--- src/rtl/tps_pkg.sv ---
package tps_pkg;
   typedef enum logic [1:0] {
      PH_IDLE = 2'd0,
      PH_ONE  = 2'd1,
      PH_TWO  = 2'd2
   } phase_e;
endpackage

--- src/rtl/tps_phase_fsm.sv ---
module tps_phase_fsm
   import tps_pkg::*;
#(
   parameter int PASS1_TICKS = 4,
   parameter int PASS2_TICKS = 10,
   parameter int CNT_W       = 4
) (
   input  logic             clk_i,
   input  logic             rst_ni,
   input  logic             start_i,
   output phase_e           phase_o,
   output logic [CNT_W-1:0] cnt_o,
   output logic             accept_o,
   output logic             overrun_o
);
   localparam logic [CNT_W-1:0] P1_LAST = CNT_W'(PASS1_TICKS - 1);
   localparam logic [CNT_W-1:0] P2_LAST = CNT_W'(PASS2_TICKS - 1);

   phase_e           phase_q;
   logic [CNT_W-1:0] cnt_q;

   assign accept_o = start_i && (phase_q == PH_IDLE);

   always_ff @(posedge clk_i) begin
      if (!rst_ni) begin
         phase_q   <= PH_IDLE;
         cnt_q     <= '0;
         overrun_o <= 1'b0;
      end else begin
         overrun_o <= start_i && (phase_q != PH_IDLE);
         unique case (phase_q)
            PH_IDLE: begin
               cnt_q <= '0;
               if (start_i) phase_q <= PH_ONE;
            end
            PH_ONE: begin
               if (cnt_q == P1_LAST) begin
                  phase_q <= PH_TWO;
                  cnt_q   <= '0;
               end else begin
                  cnt_q <= cnt_q + 1'b1;
               end
            end
            PH_TWO: begin
               if (cnt_q == P2_LAST) begin
                  phase_q <= PH_IDLE;
                  cnt_q   <= '0;
               end else begin
                  cnt_q <= cnt_q + 1'b1;
               end
            end
            default: begin
               phase_q <= PH_IDLE;
               cnt_q   <= '0;
            end
         endcase
      end
   end

   assign phase_o = phase_q;
   assign cnt_o   = cnt_q;
endmodule

--- src/rtl/tps_cfg_hold.sv ---
module tps_cfg_hold #(
   parameter int CFG_W     = 2,
   parameter bit LATCH_CFG = 1'b1
) (
   input  logic             clk_i,
   input  logic             rst_ni,
   input  logic             accept_i,
   input  logic [CFG_W-1:0] cfg_i,
   output logic [CFG_W-1:0] cfg_o
);
   generate
      if (LATCH_CFG) begin : g_latch
         logic [CFG_W-1:0] cfg_q;
         always_ff @(posedge clk_i) begin
            if (!rst_ni)       cfg_q <= '0;
            else if (accept_i) cfg_q <= cfg_i;
         end
         assign cfg_o = cfg_q;
      end else begin : g_pass
         assign cfg_o = cfg_i;
      end
   endgenerate
endmodule

--- src/rtl/tps_strobe_dec.sv ---
module tps_strobe_dec
   import tps_pkg::*;
#(
   parameter int PASS1_TICKS = 4,
   parameter int CAP2_DLY    = 5,
   parameter int CAP3_DLY    = 4,
   parameter int CNT_W       = 4
) (
   input  phase_e           phase_i,
   input  logic [CNT_W-1:0] cnt_i,
   output logic             p1_valid_o,
   output logic             cap2_o,
   output logic             cap3_o
);
   localparam logic [CNT_W-1:0] P1_LAST = CNT_W'(PASS1_TICKS - 1);
   localparam logic [CNT_W-1:0] C2_AT   = CNT_W'(CAP2_DLY);
   localparam logic [CNT_W-1:0] C3_AT   = CNT_W'(CAP2_DLY + CAP3_DLY);

   always_comb begin
      p1_valid_o = (phase_i == PH_ONE) && (cnt_i == P1_LAST);
      cap2_o     = (phase_i == PH_TWO) && (cnt_i == C2_AT);
      cap3_o     = (phase_i == PH_TWO) && (cnt_i == C3_AT);
   end
endmodule

--- src/rtl/twopass_page_seq.sv ---
module twopass_page_seq
   import tps_pkg::*;
#(
   parameter int PASS1_TICKS = 4,
   parameter int CAP2_DLY    = 5,
   parameter int CAP3_DLY    = 4,
   parameter bit LATCH_CFG   = 1'b1
) (
   input  logic       clk_i,
   input  logic       rst_ni,
   input  logic       start_i,
   input  logic [1:0] cfg_page_i,
   output logic [2:0] page_addr_o,
   output logic       pass2_o,
   output logic       p1_valid_o,
   output logic       cap2_stb_o,
   output logic       cap3_stb_o,
   output logic       overrun_o
);
   localparam int CFG_W       = 2;
   localparam int PASS2_TICKS = CAP2_DLY + CAP3_DLY + 1;
   localparam int MAX_TICKS   = (PASS1_TICKS > PASS2_TICKS) ? PASS1_TICKS : PASS2_TICKS;
   localparam int CNT_W       = $clog2(MAX_TICKS + 1);

   initial begin
      assert (PASS1_TICKS >= 1) else $error("PASS1_TICKS must be at least 1");
      assert (CAP2_DLY >= 1)    else $error("CAP2_DLY must be at least 1");
      assert (CAP3_DLY >= 1)    else $error("CAP3_DLY must be at least 1");
   end

   phase_e           phase;
   logic [CNT_W-1:0] cnt;
   logic             accept;
   logic [CFG_W-1:0] cfg_lo;

   tps_phase_fsm #(
      .PASS1_TICKS(PASS1_TICKS),
      .PASS2_TICKS(PASS2_TICKS),
      .CNT_W      (CNT_W)
   ) u_fsm (
      .clk_i    (clk_i),
      .rst_ni   (rst_ni),
      .start_i  (start_i),
      .phase_o  (phase),
      .cnt_o    (cnt),
      .accept_o (accept),
      .overrun_o(overrun_o)
   );

   tps_cfg_hold #(
      .CFG_W    (CFG_W),
      .LATCH_CFG(LATCH_CFG)
   ) u_cfg (
      .clk_i   (clk_i),
      .rst_ni  (rst_ni),
      .accept_i(accept),
      .cfg_i   (cfg_page_i),
      .cfg_o   (cfg_lo)
   );

   tps_strobe_dec #(
      .PASS1_TICKS(PASS1_TICKS),
      .CAP2_DLY   (CAP2_DLY),
      .CAP3_DLY   (CAP3_DLY),
      .CNT_W      (CNT_W)
   ) u_dec (
      .phase_i   (phase),
      .cnt_i     (cnt),
      .p1_valid_o(p1_valid_o),
      .cap2_o    (cap2_stb_o),
      .cap3_o    (cap3_stb_o)
   );

   assign pass2_o     = (phase == PH_TWO);
   assign page_addr_o = {pass2_o, cfg_lo};
endmodule

--- config.mk ---
export PLATFORM = sky130hd
export DESIGN_NAME = twopass_page_seq
export DESIGN_NICKNAME = d
export VERILOG_FILES = /design/src/rtl/tps_pkg.sv /design/src/rtl/tps_phase_fsm.sv /design/src/rtl/tps_cfg_hold.sv /design/src/rtl/tps_strobe_dec.sv /design/src/rtl/twopass_page_seq.sv
export SDC_FILE = /design/constraint.sdc
export NUM_CORES = 1
export LEC_CHECK = 0
export ABC_CLOCK_PERIOD_IN_PS = 2800
export BUFFER_PORTS_ARGS = -buffer_cell sky130_fd_sc_hd__buf_2
export CORE_AREA = 2 2 39 41
export DETAILED_ROUTE_END_ITERATION = 6
export DIE_AREA = 0 0 41 43
export HOLD_SLACK_MARGIN = 0.08
export PLACE_DENSITY = 0.62
export SETUP_SLACK_MARGIN = 0.02
export SLEW_MARGIN = 10
export SYNTH_ARGS = -nofsm -noshare
export SYNTH_HDL_FRONTEND = slang
export SYNTH_SLANG_ARGS = --single-unit
export TNS_END_PERCENT = 1
--- constraint.sdc ---
create_clock -name clk_i -period 2.8 [get_ports clk_i]
set_input_delay 0.7 -clock clk_i [delete_from_list [all_inputs] [get_ports clk_i]]
set_output_delay 0.7 -clock clk_i [all_outputs]
set_load 0.01 [all_outputs]
[After elaboration in Yosys (flattened, before gate mapping)]
Cells that the tools add are included.
Word-level totals
  register bits after elaboration: 9
  bits in latches: 0
  RAM bits: 0
  bits in read-only memories: 0
  output and inout port bits: 8
  memories: 0
Cells by class
  add/subtract/negate cells: 1
  multiply operators: 0
  div/mod/pow operators: 0
  order comparisons: 0
  eq/ne operators: 8
  shift-type cells: 0
  muxes and demuxes: 7
  bitwise logic cells: 0
  reductions and logical operators: 8
Operator list (count)
  two-way mux 4 bit: 2
  case mux 4 bit (2 select lines): 1
  two-way mux 2 bit: 3
  case mux 2 bit (3 select lines): 1
  logical AND 1 bit: 5
  adder 4 x 1 -> 4 bit (second input constant): 1
  equality test 4 x 2 -> 1 bit (second input constant): 1
  equality test 4 x 3 -> 1 bit (second input constant): 1
  equality test 4 bit (second input constant): 1
  != test 2 bit (second input constant): 2
  AND reduction 3 bit: 1
  equality test 2 x 1 -> 1 bit (second input constant): 1
  equality test 2 bit (second input constant): 1
  logical NOT 2 bit: 1
  != test 2 x 1 -> 1 bit (second input constant): 1
  nonzero test 2 bit: 1

[Depth between registers and ports, before layout]
Gate-level depths: netlist (run 1).
  depth after elaboration: 3
  mapped depth: 5
  gate-level depth less buffers: 5

[Cells and area by module]
From an unflattened synthesis (run 1), not the netlist that was laid out.
Unflattened totals
  cells, all modules: 57
  area total of the unflattened synthesis: 541.8 um2
By module, submodules not included
  tps_phase_fsm: times used 1, cells each 42, area each 385.4 um2, sequential area each 140.1 um2
  tps_cfg_hold: times used 1, cells each 6, area each 72.6 um2, sequential area each 40.0 um2
  tps_strobe_dec: times used 1, cells each 7, area each 62.6 um2, sequential area each 0.0 um2
  twopass_page_seq: times used 1, cells each 2, area each 21.3 um2, sequential area each 0.0 um2

[Worst setup path after synthesis (run 1)]
No wires, ideal clock.
  path kind: reg2reg
  start: register u_fsm.phase_q[0] (netlist: u_fsm.phase_o[0])
  end: register u_fsm.phase_q[0] (netlist: u_fsm.phase_o[0])
  arrival: 1.876 ns
  slack: 0.790 ns
  stages on the path, launching flop included: 6
  period minus slack after synthesis: 2.010 ns
  cells stage by stage: dfxtp_1 inv_1 ha_1 or4b_1 and4b_1 or4_1
On the way
  longest elaborated chain between the ends: 3
RTL lines
  from (decl): line tps_phase_fsm.sv:19  | phase_e phase_q;
  from (signal assigned): line tps_phase_fsm.sv:26  | phase_q <= PH_IDLE;
  from (signal assigned): line tps_phase_fsm.sv:34  | if (start_i) phase_q <= PH_ONE;
  from (signal assigned): line tps_phase_fsm.sv:38  | phase_q <= PH_TWO;
  equality test 2 bit *
  named net pass2_o: line twopass_page_seq.sv:14  | output logic pass2_o,
  != test 2 x 1 -> 1 bit (no source line)
  AND reduction 3 bit (no source line)
The timed path passes the listed nets; every way through them passes the cells marked *.
A chain may end at the register's enable or synchronous reset.

[Worst setup path after layout (run 1)]
  start: register u_fsm.cnt_q[0] (netlist: u_fsm.cnt_o[0])
  end: output port p1_valid_o
On the way
  longest elaborated chain between the ends: 2
RTL lines
  from (decl): line tps_phase_fsm.sv:20  | logic [CNT_W-1:0] cnt_q;
  from (signal assigned): line tps_phase_fsm.sv:41  | cnt_q <= cnt_q + 1'b1;
  from (signal assigned): line tps_phase_fsm.sv:49  | cnt_q <= cnt_q + 1'b1;
  equality test 4 x 2 -> 1 bit: line tps_strobe_dec.sv:20  | p1_valid_o = (phase_i == PH_ONE) && (cnt_i == P1_LAST);
  logical AND 1 bit: line tps_strobe_dec.sv:20
  to (decl): line twopass_page_seq.sv:15  | output logic p1_valid_o,
Every way passes these cells.

==> results of run 1 <==
registers in the layout (all words and copies together) (netlist names):
signal,count
u_cfg.cfg_o,2
u_fsm.cnt_o,4
u_fsm.overrun_o,1
u_fsm.phase_o,2
cell usage after synthesis (2+ instances only):
cell	number	area, um^2
dfxtp_1	9	180.2
ha_1	6	75.07
a21oi_1	2	10.01
nand3_1	5	25.02
nand2_1	8	30.03
nor2_1	6	22.52
nor3b_1	2	15.01
inv_1	5	18.77
layout make-up:
| class | count | area (um^2) | area share [%] |
|---|---|---|---|
| Tap cell | 16 | 20.02 | 3.306 |
| Clock inverter | 1 | 5.005 | 0.8264 |
| Clock buffer | 3 | 22.52 | 3.719 |
| Multi-Input combinational cell | 44 | 299.0 | 49.38 |
| Inverter | 5 | 18.77 | 3.099 |
| Timing Repair Buffer | 12 | 60.06 | 9.917 |
| Sequential cell | 9 | 180.2 | 29.75 |
power by group:
| part | switching (mW) | internal, mW | total, mW | leakage [nW] |
|---|---|---|---|---|
| combinational | 0.0635 | 0.0478 | 0.111 | 0.177 |
| clock | 0.0468 | 0.0527 | 0.0995 | 0.0177 |
| sequential | 0.00931 | 0.143 | 0.152 | 0.0732 |
logic make-up after synthesis:
kind of cell / Yosys count / share of synthesized area (%)
and+or+nand+nor: 31 / 34.41
DFF: 9 / 35.64
buffers and inverters: 6 / 5.199
adders and majority gates: 6 / 14.85
AOI/OAI and AO/OA: 5 / 6.437
xor gates and xnor gates: 2 / 3.466
worst paths after layout:
path	start	endpoint	slack, ps	cells past startpoint
max	u_fsm.cnt_o[0]$_SDFF_PN0_	p1_valid_o	460	3
min	u_cfg.cfg_o[0]$_SDFFE_PN0P_	u_cfg.cfg_o[0]$_SDFFE_PN0P_	460	2
max reg2reg	u_fsm.phase_o[0]$_SDFFE_PN0P_	u_fsm.phase_o[0]$_SDFFE_PN0P_	730	5
min reg2reg	u_cfg.cfg_o[0]$_SDFFE_PN0P_	u_cfg.cfg_o[0]$_SDFFE_PN0P_	460	2
worst max-delay path, stage by stage (launching register included):
cell	delay [ps]
dfxtp_1	380
ha_1	220
nor4bb_1	550
buf_2	230
layer usage:
layer / vias to the layer above / wire length (um)
li1: 234 / -
met1: 202 / 459
met2: 12 / 423
met3: 2 / 65
met4: 0 / 9
met5: - / 0
through the flow:
stage | cell area (um^2) | setup slack [ps]
floorplan | 505.5 | 790.1
global placement | 578.1 | 727.0
detailed placement | 578.1 | 713.3
CTS | 605.6 | 441.3
global route | 605.6 | 290.3
finish | 605.6 | 464.1
==> metrics.md, run 1 <==
| Metric | Value |
|---|---|
| Status | complete, no violations |
| Mapped Avg Cell Area | 8.568 um^2 |
| Vias in the first global route | 374 |
| Area Overhead vs Synth | 19.80% |
| Synth Warn # | 0 |
| Post-CTS sizing | 0 |
| Critical path peak fanout | 4 |
| All-Layer GR Usage | 13.70% |
| Initial Util | 36.53% |
| Final Cycle Share | 83.42% |
| Worst-margin pin slew | 563.9 ps |
| Sink Count | 9 |
| VDD IR max | 299.1 uV |
| GRT Max-Usage Layer | met2 |
| H-tree level count | 1 |
| Commonest non-fill, non-tap cell in the layout | buf_2 |
| Skew-Pair Late Insertion Delay | 260 ps |
| Setup TNS | 0 ps |
| Hold buffers post-CTS | 0 |
| Post CTS Setup Buffer Count | 0 |
| Post-synth cell types | 24 |
| Critical path required time | 2100 ps |
| Skew final | 6.523 ps |
| CP Data Arrival Time | 1640 ps |
| Die area | 0.001763 mm^2 |
| Final wirelength | 958 um |
| Drt via density | 5.000 |
| Fraction of registers with async set/reset | 0% |
| Fin util | 43.76% |
| I/O pin cnt | 13 |
| Met2 usage | 18.44% |
| Final setup fails | 0 |
| Max-slew violation count | 0 |
| Fill cells | 148 |
| Synthesized net count | 70 |
| # DRC | 0 |
| IO buf count | 12 |
| Ys flop type | dfxtp_1 |
| Chip width | 41 um |
| Min-delay worst type | reg -> reg |
| HPWL Detailed | 745.6 um |
| Clock transition at the registers of the reported paths | 60 ps |
| First-pass GRT wire length | 1531 um |
| DRT iter0 DRCs | 4 |
| Hold Slack | 455.7 ps |
| Site Rows | 14 |
| Post-synth EDFFs | 0 |
| Pin count of the biggest net entering global routing | 8 |
| Overall Power | 0.3631 mW |
| Finished Layout Cells | 90 |
| Antenna diodes | 0 |
| DRT Pass-1 Iters | 4 |
| DP Cell Count | 86 |
| Tmin final | 2336 ps |
| Clock Tree Buf Depth | 2 |
| Element type at the critical path start | register |
| Chip height | 43 um |
| Max frequency | 0.4281 GHz |
| Core ar. | 0.001384 mm^2 |
| TritonCTS clock tree | done |
| Unrepaired setup endpoints after global routing | false |
| Layout Nets | 86 |
| Mapped Cells | 59 |
| Final Hold Viols | 0 |
| Max-slew headroom | 61.89% |
| Cell area after synthesis | 505.5 um^2 |
| PwrDens | 599.6 mW/mm^2 |
| Most frequent cells in the layout | buf_2, dfxtp_1, nand2_1 |
| Gr ovfl total | 0 |
| Met3 Use GR | 9.424% |
| Initial antenna violation count | 0 |
| Root buffer cell | clkbuf_4 |
| Seq/Total Area, Yosys | 35.64% |
| Avg WL per Cell | 10.64 um |
| WS Path Type | reg -> out |
| TritonCTS buffer count | 3 |
| Setup crit end kind | primary output |
| Routed Antenna Nets | 0 |
| GP Congestion | 0.7765 |
| Yosys reg bits | 9 |
| Leakage power | 0.2675 nW |
| MaxCap Viol Count | 0 |
| Global Route met1 Usage | 15.26% |
| Share of cells above drive strength 1 | 22.97% |
| Via count | 450 |
Power figures use the tool's default switching activity.
==> run 2: changes to the inputs <==
--- a/config.mk
+++ b/config.mk
@@ -5,7 +5,7 @@
 export SDC_FILE = /design/constraint.sdc
 export NUM_CORES = 1
 export LEC_CHECK = 0
-export ABC_CLOCK_PERIOD_IN_PS = 2800
+export ABC_CLOCK_PERIOD_IN_PS = 2400
 export BUFFER_PORTS_ARGS = -buffer_cell sky130_fd_sc_hd__buf_2
 export CORE_AREA = 2 2 39 41
 export DETAILED_ROUTE_END_ITERATION = 6
==> constraint.sdc (replaced) <==
create_clock -name clk_i -period 2.4 [get_ports clk_i]
set_input_delay 0.6 -clock clk_i [delete_from_list [all_inputs] [get_ports clk_i]]
set_output_delay 0.6 -clock clk_i [all_outputs]
set_load 0.01 [all_outputs]
==> run 2 against run 1 <==
Clock power rose by 17%. First-iteration DRC count rose by 75%. Wire length rose by 0.52%. Total power rose by 17%. Critical path type unchanged. Highest routed layer unchanged.
==> metrics.md, run 2 (synthesized netlist as in run 1, its figures left out) <==
| Metric | Value |
|---|---|
| Status | complete, no violations |
| MaxCap Viol Count | 0 (unchanged) |
| M1 WL | 449 um (-2.2%) |
| Worst-margin pin slew | 414.0 ps (-149.9 ps) |
| Most frequent cells in the layout | buf_2, dfxtp_1, nand2_1 |
| Unrepaired setup endpoints after global routing | false |
| Final setup fails | 0 (unchanged) |
| Skew-Pair Late Insertion Delay | 260 ps (about the same) |
| Gr ovfl total | 0 (unchanged) |
| Max frequency | 0.4718 GHz |
| WS Path Type | reg -> out |
| Beginning of the critical path | u_fsm.cnt_o[0]$_SDFF_PN0_ |
| Sink Count | 9 (unchanged) |
| WHS Path Cells | 2 (unchanged) |
| Chip width | 41 um (unchanged) |
| Min-delay worst type | reg -> reg |
| Final wirelength | 963 um (+0.52%) |
| IO buf count | 12 (unchanged) |
| Die area | 0.001763 mm^2 (unchanged) |
| DRT iter0 DRCs | 7 (+3) |
| Fill cells | 147 (-0.68%) |
| Worst r2r dst | u_fsm.phase_o[0]$_SDFFE_PN0P_ |
| Clock transition at the registers of the reported paths | 60 ps (about the same) |
| CP Data Arrival Time | 1520 ps (-120 ps) |
| Area Overhead vs Synth | 21.04% |
| Layout Nets | 86 (unchanged) |
| Routed Antenna Nets | 0 (unchanged) |
| Max-slew violation count | 0 (unchanged) |
| Via count | 454 (+0.89%) |
| Share of cells above drive strength 1 | 24.32% (+1.4 points) |
| Leakage power | 0.2680 nW (+0.20%) |
| TritonCTS buffer count | 3 (unchanged) |
| Top Layer Used | met4 |
| HPWL Detailed | 745.6 um (unchanged) |
| WL met3 | 64 um (-1.5%) |
| PwrDens | 695.5 mW/mm^2 (+16%) |
| First-pass GRT wire length | 1531 um (unchanged) |
| Finished Layout Cells | 90 (unchanged) |
| Skew final | 5.991 ps (-0.5324 ps) |
| Critical path peak fanout | 4 (unchanged) |
| Drt via density | 5.044 (+0.89%) |
| Pin count of the biggest net entering global routing | 8 (unchanged) |
| Final Hold Viols | 0 (unchanged) |
| Core ar. | 0.001384 mm^2 (unchanged) |
| # DRC | 0 (unchanged) |
| Final Cycle Share | 88.31% |
| Avg WL per Cell | 10.70 um (+0.52%) |
| Max reg flops | 4 (unchanged) |
| Worst R2R Path Depth | 5 (unchanged) |
| Max-slew headroom | 72.00% (+10 points) |
| Setup TNS | 0 ps (unchanged) |
| Crit path capture | p1_valid_o |
| Met2 WL | 439 um (+3.8%) |
| Chip height | 43 um (unchanged) |
| Initial antenna violation count | 0 (unchanged) |
| DRT Pass-1 Iters | 3 (-1) |
| GP Congestion | 0.7765 (unchanged) |
| Element type at the critical path start | register |
| Worst R2R Setup Slack | 320 ps (-410 ps) |
| TritonCTS clock tree | done |
| Root buffer cell | clkbuf_4 |
| Critical path required time | 1800 ps (-300 ps) |
| DP Cell Count | 86 (unchanged) |
| Clock Tree Buf Depth | 2 (unchanged) |
| Tmin final | 2119 ps |
| Initial Util | 36.53% (unchanged) |
| H-tree level count | 1 (unchanged) |
| VDD IR max | 348.2 uV (+16%) |
| Commonest non-fill, non-tap cell in the layout | buf_2 |
| Fin util | 44.21% (+0.45 points) |
| Worst R2R Start | u_fsm.phase_o[0]$_SDFFE_PN0P_ |
| Post CTS Setup Buffer Count | 0 (unchanged) |
| Vias in the first global route | 374 (unchanged) |
| Setup crit end kind | primary output |
| Site Rows | 14 (unchanged) |
| I/O pin cnt | 13 (unchanged) |
| All-Layer GR Usage | 13.70% (unchanged) |
| Antenna diodes | 0 (unchanged) |
==> run 2: cell types whose count changed in the layout (fill, tap and decap cells not counted) <==
cell / change
nor4bb_1: -1
nor4bb_2: +1
==> run 2: layout make-up <==
| cell class | count | area [um^2] | area share (%) |
|---|---|---|---|
| inverter | 5 | 18.77 | 3.067 |
| tap | 16 | 20.02 | 3.272 |
| sequential | 9 | 180.2 | 29.45 |
| clock buffer | 3 | 22.52 | 3.681 |
| multi-input combinational | 44 | 305.3 | 49.90 |
| timing repair buffer | 12 | 60.06 | 9.816 |
| clock inverter | 1 | 5.005 | 0.8180 |
==> run 2: worst min path at each step <==
stage                                           start                           to  slack, ps
after floorplan             u_fsm.cnt_o[0]$_SDFF_PN0_    u_fsm.cnt_o[0]$_SDFF_PN0_        430
after global placement    u_cfg.cfg_o[0]$_SDFFE_PN0P_  u_cfg.cfg_o[0]$_SDFFE_PN0P_        440
after detailed placement  u_cfg.cfg_o[0]$_SDFFE_PN0P_  u_cfg.cfg_o[0]$_SDFFE_PN0P_        450
after CTS                 u_cfg.cfg_o[0]$_SDFFE_PN0P_  u_cfg.cfg_o[0]$_SDFFE_PN0P_        460
after global routing      u_cfg.cfg_o[1]$_SDFFE_PN0P_  u_cfg.cfg_o[1]$_SDFFE_PN0P_        480
final                     u_cfg.cfg_o[0]$_SDFFE_PN0P_  u_cfg.cfg_o[0]$_SDFFE_PN0P_        450
==> run 2: through the flow <==
stage	setup WS [ps]	total power [mW]	hold WS, ps	instance area [um^2]
4_1_cts	141.3	0.4308	459.1	605.6
5_1_grt	149.9	0.4630	482.6	611.8
2_1_floorplan	390.1	0.2749	433.4	505.5
3_5_place_dp	313.3	0.3098	449.0	578.1
3_3_place_gp	326.9	0.3091	442.8	578.1
6_report	280.6	0.4255	455.0	611.8
==> run 2: what timing repair did <==
action | CTS | global route
resized for setup | 0 | 1
setup endpoints to repair | 0 | 1
hold buffers | 0 | 0
==> run 2: worst max-delay path: stages (launching register included) <==
cell	delay, ps
dfxtp_1	370
ha_1	220
nor4bb_2	450
buf_2	210
==> run 2: per-layer routing <==
layer  track usage [%]  up-vias
met5                 0        -
met4             8.000        0
met3             9.424        2
met2             18.44       12
met1             15.26      205
li1                  -      235
==> run 2: power by group <==
group | internal (mW) | switching, mW
Clock | 0.0615 | 0.0546
Combinational | 0.0572 | 0.0747
Sequential | 0.167 | 0.0109
Total | 0.285 | 0.140
